`src/rtl/huff_pkg.sv`:
```
package huff_pkg;
    localparam int CODE_W = 6;
    localparam int SYM_W  = 4;
    localparam int NSYM   = 15;

    typedef enum logic [1:0] {
        ST_FILL   = 2'd0,
        ST_SELECT = 2'd1,
        ST_MATCH  = 2'd2,
        ST_HALT   = 2'd3
    } dec_state_t;

    // Codeword length of symbol s
    function automatic int code_len(input int s);
        if (s == 0)       return 1;
        else if (s <= 4)  return 4;
        else if (s <= 8)  return 5;
        else              return 6;
    endfunction

    // Codeword of symbol s, left aligned, unused low bits zero
    function automatic logic [CODE_W-1:0] code_bits(input int s);
        logic [CODE_W-1:0] c;
        if (s == 0)       c = 6'b000000;
        else if (s <= 4)  c = {2'b10,   2'(s - 1), 2'b00};
        else if (s <= 8)  c = {3'b110,  2'(s - 5), 1'b0};
        else if (s <= 12) c = {4'b1110, 2'(s - 9)};
        else              c = {5'b11110, 1'(s - 13)};
        return c;
    endfunction

    // Mask selecting the top k bits of a window
    function automatic logic [CODE_W-1:0] top_mask(input int k);
        logic [CODE_W-1:0] m;
        for (int i = 0; i < CODE_W; i++) m[CODE_W-1-i] = (i < k);
        return m;
    endfunction

    // Codeword length implied by the leading ones of a window
    function automatic int lead_len(input logic [CODE_W-1:0] w);
        int  ones;
        logic run;
        ones = 0;
        run  = 1'b1;
        for (int i = CODE_W - 1; i >= 0; i--) begin
            if (run && w[i]) ones++;
            else             run = 1'b0;
        end
        if (ones == 0)      return 1;
        else if (ones == 1) return 4;
        else if (ones == 2) return 5;
        else                return 6;
    endfunction
endpackage

```
`src/rtl/huff_collector.sv`:
```
module huff_collector #(
    parameter int CAP  = 12,
    parameter int SHW  = 3,
    localparam int CNTW = $clog2(CAP + 1)
) (
    input  logic            clk,
    input  logic            rst,
    input  logic            bit_in,
    input  logic            bit_vld,
    input  logic [SHW-1:0]  shift_amt,
    output logic [CAP-1:0]  win,
    output logic [CNTW-1:0] cnt
);
    logic [CAP-1:0]  win_nxt;
    logic [CNTW-1:0] cnt_nxt;
    logic [CNTW-1:0] remain;

    always_comb begin
        remain  = cnt - CNTW'(shift_amt);
        win_nxt = win << shift_amt;
        cnt_nxt = remain;
        if (bit_vld && (int'(remain) < CAP)) begin
            for (int i = 0; i < CAP; i++) begin
                if (int'(remain) == CAP - 1 - i) win_nxt[i] = bit_in;
            end
            cnt_nxt = remain + CNTW'(1);
        end
    end

    always_ff @(posedge clk) begin
        if (rst) begin
            win <= '0;
            cnt <= '0;
        end else begin
            win <= win_nxt;
            cnt <= cnt_nxt;
        end
    end
endmodule

```
`src/rtl/huff_len_decode.sv`:
```
module huff_len_decode
    import huff_pkg::*;
#(
    parameter int MAXLEN = CODE_W
) (
    input  logic [MAXLEN-1:0] win_top,
    output logic [MAXLEN-1:0] len_oh
);
    always_comb begin
        int l;
        l = lead_len(CODE_W'(win_top));
        len_oh = '0;
        for (int k = 1; k <= MAXLEN; k++) begin
            if (k == l) len_oh[k-1] = 1'b1;
        end
    end
endmodule

```
`src/rtl/huff_sym_lookup.sv`:
```
module huff_sym_lookup
    import huff_pkg::*;
#(
    parameter int MAXLEN = CODE_W,
    parameter int SYMW   = SYM_W
) (
    input  logic [MAXLEN-1:0] win_top,
    input  logic [MAXLEN-1:0] sel,
    output logic              hit,
    output logic [SYMW-1:0]   sym
);
    logic [MAXLEN-1:0] tab_hit;
    logic [SYMW-1:0]   tab_sym [MAXLEN];

    for (genvar k = 1; k <= MAXLEN; k++) begin : g_table
        logic            hk;
        logic [SYMW-1:0] sk;
        always_comb begin
            hk = 1'b0;
            sk = '0;
            for (int s = 0; s < NSYM; s++) begin
                if (code_len(s) == k &&
                    ((CODE_W'(win_top) & top_mask(k)) == code_bits(s))) begin
                    hk = 1'b1;
                    sk = SYMW'(s);
                end
            end
        end
        assign tab_hit[k-1] = hk & sel[k-1];
        assign tab_sym[k-1] = sk;
    end

    always_comb begin
        hit = |tab_hit;
        sym = '0;
        for (int k = 0; k < MAXLEN; k++) begin
            if (tab_hit[k]) sym = sym | tab_sym[k];
        end
    end
endmodule

```
`src/rtl/huff_ctrl.sv`:
```
module huff_ctrl
    import huff_pkg::*;
#(
    parameter int MAXLEN = CODE_W,
    parameter int SYMW   = SYM_W,
    parameter int CNTW   = 4,
    parameter int SHW    = 3
) (
    input  logic              clk,
    input  logic              rst,
    input  logic [CNTW-1:0]   cnt,
    input  logic [MAXLEN-1:0] len_oh,
    input  logic              hit,
    input  logic [SYMW-1:0]   sym_in,
    output logic [MAXLEN-1:0] sel_q,
    output logic [SHW-1:0]    shift_amt,
    output logic              in_match,
    output logic [SYMW-1:0]   sym_q,
    output logic              vld_q,
    output logic              err_q
);
    dec_state_t st, st_nxt;

    // state register
    always_ff @(posedge clk) begin
        if (rst) st <= ST_FILL;
        else     st <= st_nxt;
    end

    // next state
    always_comb begin
        st_nxt = st;
        unique case (st)
            ST_FILL:   if (cnt >= CNTW'(MAXLEN)) st_nxt = ST_SELECT;
            ST_SELECT: st_nxt = ST_MATCH;
            ST_MATCH:  st_nxt = hit ? ST_FILL : ST_HALT;
            ST_HALT:   st_nxt = ST_HALT;
        endcase
    end

    assign in_match = (st == ST_MATCH);

    // bits consumed on a hit
    always_comb begin
        shift_amt = '0;
        if (in_match && hit) begin
            for (int k = 0; k < MAXLEN; k++) begin
                if (sel_q[k]) shift_amt = SHW'(k + 1);
            end
        end
    end

    // registered outputs
    always_ff @(posedge clk) begin
        if (rst) begin
            sel_q <= '0;
            sym_q <= '0;
            vld_q <= 1'b0;
            err_q <= 1'b0;
        end else begin
            vld_q <= 1'b0;
            unique case (st)
                ST_FILL:   ;
                ST_SELECT: sel_q <= len_oh;
                ST_MATCH: begin
                    if (hit) begin
                        sym_q <= sym_in;
                        vld_q <= 1'b1;
                    end else begin
                        err_q <= 1'b1;
                    end
                end
                ST_HALT:   ;
            endcase
        end
    end
endmodule

```
`src/rtl/huff_partdec.sv`:
```
module huff_partdec
    import huff_pkg::*;
#(
    parameter int MAXLEN = CODE_W,
    parameter int SYMW   = SYM_W,
    parameter int CAP    = 2 * CODE_W,
    localparam int CNTW  = $clog2(CAP + 1),
    localparam int SHW   = $clog2(MAXLEN + 1)
) (
    input  logic            clk,
    input  logic            rst,
    input  logic            code_bit,
    input  logic            code_vld,
    output logic [SYMW-1:0] sym_data,
    output logic            sym_valid,
    output logic            dec_error
);
    logic [CAP-1:0]    win_w;
    logic [CNTW-1:0]   cnt_w;
    logic [SHW-1:0]    shift_w;
    logic [MAXLEN-1:0] oh_w;
    logic [MAXLEN-1:0] sel_w;
    logic              hit_w;
    logic [SYMW-1:0]   sym_w;
    logic              match_w;

    huff_collector #(.CAP(CAP), .SHW(SHW)) u_coll (
        .clk(clk), .rst(rst), .bit_in(code_bit), .bit_vld(code_vld),
        .shift_amt(shift_w), .win(win_w), .cnt(cnt_w)
    );

    huff_len_decode #(.MAXLEN(MAXLEN)) u_len (
        .win_top(win_w[CAP-1 -: MAXLEN]), .len_oh(oh_w)
    );

    huff_sym_lookup #(.MAXLEN(MAXLEN), .SYMW(SYMW)) u_look (
        .win_top(win_w[CAP-1 -: MAXLEN]), .sel(sel_w), .hit(hit_w), .sym(sym_w)
    );

    huff_ctrl #(.MAXLEN(MAXLEN), .SYMW(SYMW), .CNTW(CNTW), .SHW(SHW)) u_ctrl (
        .clk(clk), .rst(rst), .cnt(cnt_w), .len_oh(oh_w), .hit(hit_w),
        .sym_in(sym_w), .sel_q(sel_w), .shift_amt(shift_w), .in_match(match_w),
        .sym_q(sym_data), .vld_q(sym_valid), .err_q(dec_error)
    );
endmodule

```
`config.mk`:
```
export PLATFORM = sky130hd
export DESIGN_NAME = huff_partdec
export DESIGN_NICKNAME = d
export VERILOG_FILES = /design/src/rtl/huff_pkg.sv /design/src/rtl/huff_collector.sv /design/src/rtl/huff_len_decode.sv /design/src/rtl/huff_sym_lookup.sv /design/src/rtl/huff_ctrl.sv /design/src/rtl/huff_partdec.sv
export SDC_FILE = /design/constraint.sdc
export NUM_CORES = 1
export LEC_CHECK = 0
export ABC_AREA = 1
export BUFFER_PORTS_ARGS = -buffer_cell sky130_fd_sc_hd__buf_2
export CAP_MARGIN = 15
export CORE_MARGIN = 2
export CORE_UTILIZATION = 45
export CTS_BUF_LIST = sky130_fd_sc_hd__clkbuf_4
export DETAILED_ROUTE_END_ITERATION = 7
export GPL_TIMING_DRIVEN = 0
export HOLD_SLACK_MARGIN = 0.05
export PLACE_DENSITY = 0.61
export SYNTH_ARGS = -nofsm -noshare
export SYNTH_HDL_FRONTEND = slang
export SYNTH_SLANG_ARGS = --single-unit
```
`constraint.sdc`:
```
create_clock -name clk -period 8.6 [get_ports clk]
set_input_delay 0.43 -clock clk [delete_from_list [all_inputs] [get_ports clk]]
set_output_delay 0.43 -clock clk [all_outputs]
set_load 0.05 [all_outputs]
```
==> results of run 1 <==
registers in the layout, indices dropped and copies added (netlist names):
name	flops
u_coll.win	12
u_ctrl.st	2
u_ctrl.sel_q	6
u_coll.cnt	4
u_ctrl.err_q	1
u_ctrl.sym_q	4
u_ctrl.vld_q	1
through the flow:
stage / worst slack [ns] / power, mW / util (%) / cell area (um2) / cells
after global placement: 5.177 / 0.2266 / 49.14 / 2321 / 415
final: 5.124 / 0.3109 / 50.28 / 2375 / 423
after CTS: 5.126 / 0.3138 / 50.28 / 2375 / 423
after global routing: 4.666 / 0.3331 / 50.28 / 2375 / 423
after floorplan: 5.717 / 0.2100 / - / 2197 / 340
after detailed placement: 5.152 / 0.2274 / 49.14 / 2321 / 415
logic make-up after synthesis:
group,after synthesis,synth area share (%)
and+or+nand+nor,181,40.72
xor gates and xnor gates,1,0.3987
buffers and inverters,67,12.24
AOI/OAI and AO/OA,50,12.70
DFF,30,27.34
adders and majority gates,11,6.606
cells in the final DEF (no fill, tap or decap):
master and count:
nor2_1 23, or2_1 1, nand3b_1 1, nand3_2 5, inv_2 3, inv_1 52
clkinv_1 1, clkbuf_4 5, o21a_1 2, ha_1 10, a21oi_4 1, clkinvlp_4 1
clkbuf_1 3, a211oi_1 1, nor3_1 5, nor2_4 2, a31oi_1 3, nand3_1 52
a21oi_1 20, clkinv_2 1, nand3b_2 1, nor2_2 2, xor2_1 1, nand2_4 2
buf_6 1, nand2_8 1, o21ai_0 20, buf_4 1, buf_2 13, nand2_1 67
nand4_1 16, buf_1 2, a311oi_1 1, fa_1 1, dfxtp_1 30, o22ai_1 2
nand2_2 3
final cells by class:
class | instances | share of cell area, %
clock inverter | 3 | 0.6849
inverter | 55 | 8.693
multi-input combinational | 243 | 55.90
buffer | 12 | 2.634
timing repair buffer | 8 | 1.686
tap | 67 | 3.530
clock buffer | 5 | 1.581
sequential | 30 | 25.29
final timing paths:
check                 start            end  slack (ns)  depth (start not counted)
max          u_coll.win[11]  u_coll.win[8]        5.12                         19
min                     rst  u_coll.win[3]        0.35                          2
max reg2reg  u_coll.win[11]  u_coll.win[8]        5.12                         19
min reg2reg    u_ctrl.err_q   u_ctrl.err_q        0.47                          1
critical path, cell delays in order, from the launching register on:
cell and delay, ns:
dfxtp_1 0.48, nand2_2 0.15, nor2_4 0.17, nand2_2 0.07
nand2_2 0.08, nand2_4 0.08, nand2_8 0.10, nand2_4 0.09
a21oi_4 0.29, inv_2 0.11, buf_6 0.17, ha_1 0.31
xor2_1 0.36, o21ai_0 0.28, nor2_1 0.30, nand3_1 0.12
nand2_1 0.08, inv_1 0.04, nand2_1 0.06, inv_1 0.04
metal layers:
layer,up-vias,track usage [%]
met2,48,39.48
met4,0,5.859
met5,-,0
li1,1157,-
met3,4,3.292
met1,985,28.68
power groups by stage:
stage	registers [mW]	clock network, mW	logic (mW)
3_5_place_dp	0.156	0	0.0710
4_1_cts	0.153	0.0893	0.0714
3_3_place_gp	0.156	0	0.0702
5_1_grt	0.154	0.0973	0.0815
2_1_floorplan	0.158	0	0.0517
6_report	0.153	0.0864	0.0712
==> flow_metrics.env, run 1 <==
export IMPL_grt_pass1_wl_um=9384
export IMPL_cts_resized=0
export IMPL_start_kind="flip-flop"
export IMPL_ys_types=33
export IMPL_leakagePower_nw=1.170
export IMPL_internal_power_mw=0.1974
export IMPL_cts_clk_slew_worst_paths_ns=0.10
export IMPL_grt_pass1_vias=2022
export IMPL_synth_area_um2=2197
export IMPL_crit_arrival_ns=3.73
export IMPL_multi_input_comb_area_um2=1328
export IMPL_rsz0062_at_grt="false"
export IMPL_crit_type="flip-flop to flip-flop"
export IMPL_skew_ns=0.006331
export IMPL_cts_root_buffer="clkbuf_4"
export IMPL_antenna_found_initial=0
export IMPL_hold_viol=0
export IMPL_finalCritPeriodShare_pct=40.42
export IMPL_crit_required_ns=8.85
export IMPL_initial_utilization_pct=46.52
export IMPL_ant_nets=0
export IMPL_syn2layout_area_growth_pct=8.087
export IMPL_clock_sinks=30
export IMPL_yosysMostFrequentCell="nand2_1"
export IMPL_diodes=0
export IMPL_synthCells=340
export IMPL_grt_max_degree=11
export IMPL_gp_congestion=0.8551
export IMPL_vias=2194
export IMPL_irDropWorstVdd_uv=79.28
export IMPL_holdBufCountCts=0
export IMPL_nNetsFinal=370
export IMPL_ys_warn_count=0
export IMPL_dp_hpwl_um=4236
export IMPL_synth_top_area_share_pct=27.33
export IMPL_htreeDepth=2
export IMPL_fp_dieArea_um2=5458
export IMPL_end_kind="flip-flop"
export IMPL_cts_setup_buffers=0
export IMPL_numCtsBuffers=5
export IMPL_clockBufferDepth=2
export IMPL_synth_seq_cells=30
export IMPL_holdWs_ns=0.3524
export IMPL_hold_path_class="input pin to flip-flop"
export IMPL_top_layer="met4"
export IMPL_num_rows=25
export IMPL_status="completed"
export IMPL_slew_headroom_pct=61.59
export IMPL_yosysSeqAreaShare_pct=27.33
export IMPL_drt_wirelength_per_cell_um=13.15
export IMPL_fp_dieW_um=73.88
export IMPL_slew_viol_final=0
export IMPL_core_area_um2=4723
export IMPL_wl_um=5563
export IMPL_dieHeight_um=73.88
export IMPL_crit_fanout=10
export IMPL_synth_area_leaders="dfxtp_1 27%, nand3_1 12%, nand2_1 11%"
export IMPL_ios=10
export IMPL_syn_avg_cell_area_um2=6.462
export IMPL_wl_met1_um=2584
export IMPL_max_clock_freq_mhz=287.7
export IMPL_p_per_area_nw_per_um2=130.9
export IMPL_synth_edf_count=0
export IMPL_drc=0
export IMPL_wl_met2_um=2720
export IMPL_p_sw_mw=0.1135
export IMPL_post_route_min_period_ns=3.476
export IMPL_insertion_delay_ns=0.34
export IMPL_cap_viol_max_count=0
export IMPL_grt_util_all_layers_pct=22.52
export IMPL_p_sw_share_pct=36.51
export IMPL_yosysTopAreaCell="dfxtp_1"
export IMPL_dr_wl_met3_um=216
export IMPL_power_frac_comb_pct=22.9
export IMPL_ys_flop_type="dfxtp_1"
export IMPL_dr_first_iter_drc_count=107
export IMPL_first_pass_iters=4
export IMPL_setup_tns_ns=0
export IMPL_pwr_share_clk_pct=27.8
export IMPL_ys_top_cells_by_count="67 x nand2_1, 52 x inv_1, 52 x nand3_1"
export IMPL_regArea_um2=600.6
export IMPL_tightest_slew_ns=0.5761
export IMPL_cts_tree="yes"
export IMPL_grt_ovfl_total=0
export IMPL_numPortBuffers=8
export IMPL_setup_viol=0
export IMPL_synth_nets=355
export IMPL_final_layout_size_suffix_gt1_share_pct=11.80
export IMPL_viasPerCell=5.187
export IMPL_fillers=499
export IMPL_power_frac_seq_pct=49.3
export IMPL_async_flop_share_pct=0
No activity file was read; power rests on OpenSTA's default activity.
==> run 2: changes to the inputs <==
--- a/config.mk
+++ b/config.mk
@@ -14,7 +14,7 @@
 export DETAILED_ROUTE_END_ITERATION = 7
 export GPL_TIMING_DRIVEN = 0
 export HOLD_SLACK_MARGIN = 0.05
-export PLACE_DENSITY = 0.61
+export PLACE_DENSITY = 0.64
 export SYNTH_ARGS = -nofsm -noshare
 export SYNTH_HDL_FRONTEND = slang
 export SYNTH_SLANG_ARGS = --single-unit
==> constraint.sdc (replaced) <==
create_clock -name clk -period 2.9 [get_ports clk]
set_input_delay 0.145 -clock clk [delete_from_list [all_inputs] [get_ports clk]]
set_output_delay 0.145 -clock clk [all_outputs]
set_load 0.05 [all_outputs]
==> flow_metrics.env, run 2 (synthesis results as in run 1) <==
export IMPL_clock_sinks=30
export IMPL_grt_util_all_layers_pct=23.48
export IMPL_hold_path_class="input pin to flip-flop"
export IMPL_final_layout_size_suffix_gt1_share_pct=25.61
export IMPL_antenna_found_initial=0
export IMPL_critPathLaunch="u_coll.win[9]"
export IMPL_holdWs_ns=0.07390
export IMPL_finalCritPeriodShare_pct=95.48
export IMPL_leakagePower_nw=1.299
export IMPL_nNetsFinal=385
export IMPL_largest_reg_flops=12
export IMPL_core_area_um2=4723
export IMPL_dr_first_iter_drc_count=151
export IMPL_hold_viol=0
export IMPL_critical_path_cell_chain="nand2_4, nor2_4, nand2_2, nand2_2, nand2_4, nand2_8, nand2_8, a21oi_4, inv_2, buf_8, ha_4, a21oi_4, nand2_2, nand2_4, inv_2, nor2_4, nand2_2, buf_4, nand3_1, nand2_1, inv_1"
export IMPL_largest_register="u_coll.win"
export IMPL_max_stage_delay_ns=0.42
export IMPL_r2r_start="u_coll.win[9]"
export IMPL_insertion_delay_ns=0.35
export IMPL_cap_viol_max_count=0
export IMPL_end_kind="flip-flop"
export IMPL_max_clock_freq_mhz=361.2
export IMPL_crit_type="flip-flop to flip-flop"
export IMPL_irDropWorstVdd_uv=226.5
export IMPL_slew_headroom_pct=57.64
export IMPL_wl_um=5966
export IMPL_start_kind="flip-flop"
export IMPL_totalPowerFinal_mw=1.082
export IMPL_crit_arrival_ns=3.06
export IMPL_diodes=0
export IMPL_crit_required_ns=3.19
export IMPL_status="completed"
export IMPL_syn2layout_area_growth_pct=24.54
export IMPL_cts_tree="yes"
export IMPL_first_pass_iters=4
export IMPL_skew_ns=0.01267
export IMPL_post_route_min_period_ns=2.769
export IMPL_crit_fanout=10
export IMPL_grt_pass1_wl_um=9908
export IMPL_setup_viol=0
export IMPL_dieHeight_um=73.88
export IMPL_fin_util_pct=57.93
export IMPL_htreeDepth=2
export IMPL_cts_root_buffer="clkbuf_4"
export IMPL_final_common_cell="nand2_1"
export IMPL_fp_dieArea_um2=5458
export IMPL_p_per_area_nw_per_um2=395.5
export IMPL_critPathSlowestCell="dfxtp_2"
export IMPL_num_rows=25
export IMPL_drc=0
export IMPL_viasPerCell=5.256
export IMPL_grt_max_degree=12
export IMPL_numPortBuffers=8
export IMPL_fp_dieW_um=73.88
export IMPL_slew_viol_final=0
export IMPL_drt_wirelength_per_cell_um=13.62
export IMPL_reg_top3="u_coll.win x12, u_ctrl.sel_q x6"
export IMPL_ant_nets=0
export IMPL_grt_ovfl_total=0
export IMPL_holdCritStartpoint="rst"
export IMPL_gp_congestion=0.9291
export IMPL_mostFrequentLayoutCells="57 x nand2_1, 52 x nand3_1, 46 x inv_1, 26 x dfxtp_1, 18 x a21oi_1"
export IMPL_tightest_slew_ns=0.6354
export IMPL_clockBufferDepth=2
export IMPL_initial_utilization_pct=46.52
export IMPL_vias=2302
export IMPL_ios=10
export IMPL_dp_hpwl_um=4159
export IMPL_cts_clk_slew_worst_paths_ns=0.11
export IMPL_fillers=473
export IMPL_cpMostUsedCell="nand2_2"
export IMPL_grt_pass1_vias=2179
export IMPL_numCtsBuffers=5
[run 2: repair_timing]
action                     CTS  global route
setup endpoints to repair   15            18
resized for setup           28            41
buffers inserted             4            11
pin swaps                    3            12
gates cloned                 0             0
hold buffers                 0             0
[run 2: area by class of cell]
type                    count  area [um2]  area share (%)
well taps                  67       83.83           3.064
plain buffers              12       91.34           3.338
repair buffers             23       152.6           5.578
multi-input cells         243        1509           55.14
flip-flops and latches     30       610.6           22.31
inverters                  55       206.4           7.545
clock inverters             3       45.04           1.646
clock buffers               5       37.54           1.372
[run 2: metrics by stage]
stage | cells | setup TNS (ns) | setup WS [ns] | cell area (um2)
3_3_place_gp | 415 | -5.593 | -0.5168 | 2321
5_1_grt | 438 | -0.2086 | -0.04707 | 2736
6_report | 438 | 0 | 0.1312 | 2736
4_1_cts | 427 | 0 | 0.02202 | 2525
2_1_floorplan | 340 | 0 | 0.01674 | 2197
3_5_place_dp | 415 | -5.859 | -0.5319 | 2321
[run 2: power breakdown]
part           switching [mW]  internal, mW  total, mW  leakage (nW)
Sequential             0.0218         0.435      0.456         0.246
Combinational           0.185        0.0911      0.276          1.02
Clock                   0.169         0.181      0.350        0.0374
Total                   0.376         0.706       1.08          1.30
[run 2: routing by layer]
metal,up-vias,part of all wire (%),GRT usage (%)
met4,0,2.4,7.879
met2,67,48,40.38
li1,1185,-,-
met1,1036,44,29.52
met3,14,5.7,3.978
met5,-,0,0
[run 2: critical path: cells and delay by family (launching register included)]
family	cells	cell delay (ns)
AOI/OAI and AO/OA	2	0.32
adders and majority gates	1	0.27
buffers and inverters	5	0.48
DFF	1	0.42
and+or+nand+nor	13	1.23
[run 2: final timing paths]
path / end / slack, ns / cells after the start
worst max-delay path: u_coll.win[10] / 0.13 / 21
worst min-delay path: u_ctrl.st[1] / 0.07 / 2
worst max register to register: u_coll.win[10] / 0.13 / 21
worst min register to register: u_ctrl.err_q / 0.48 / 1
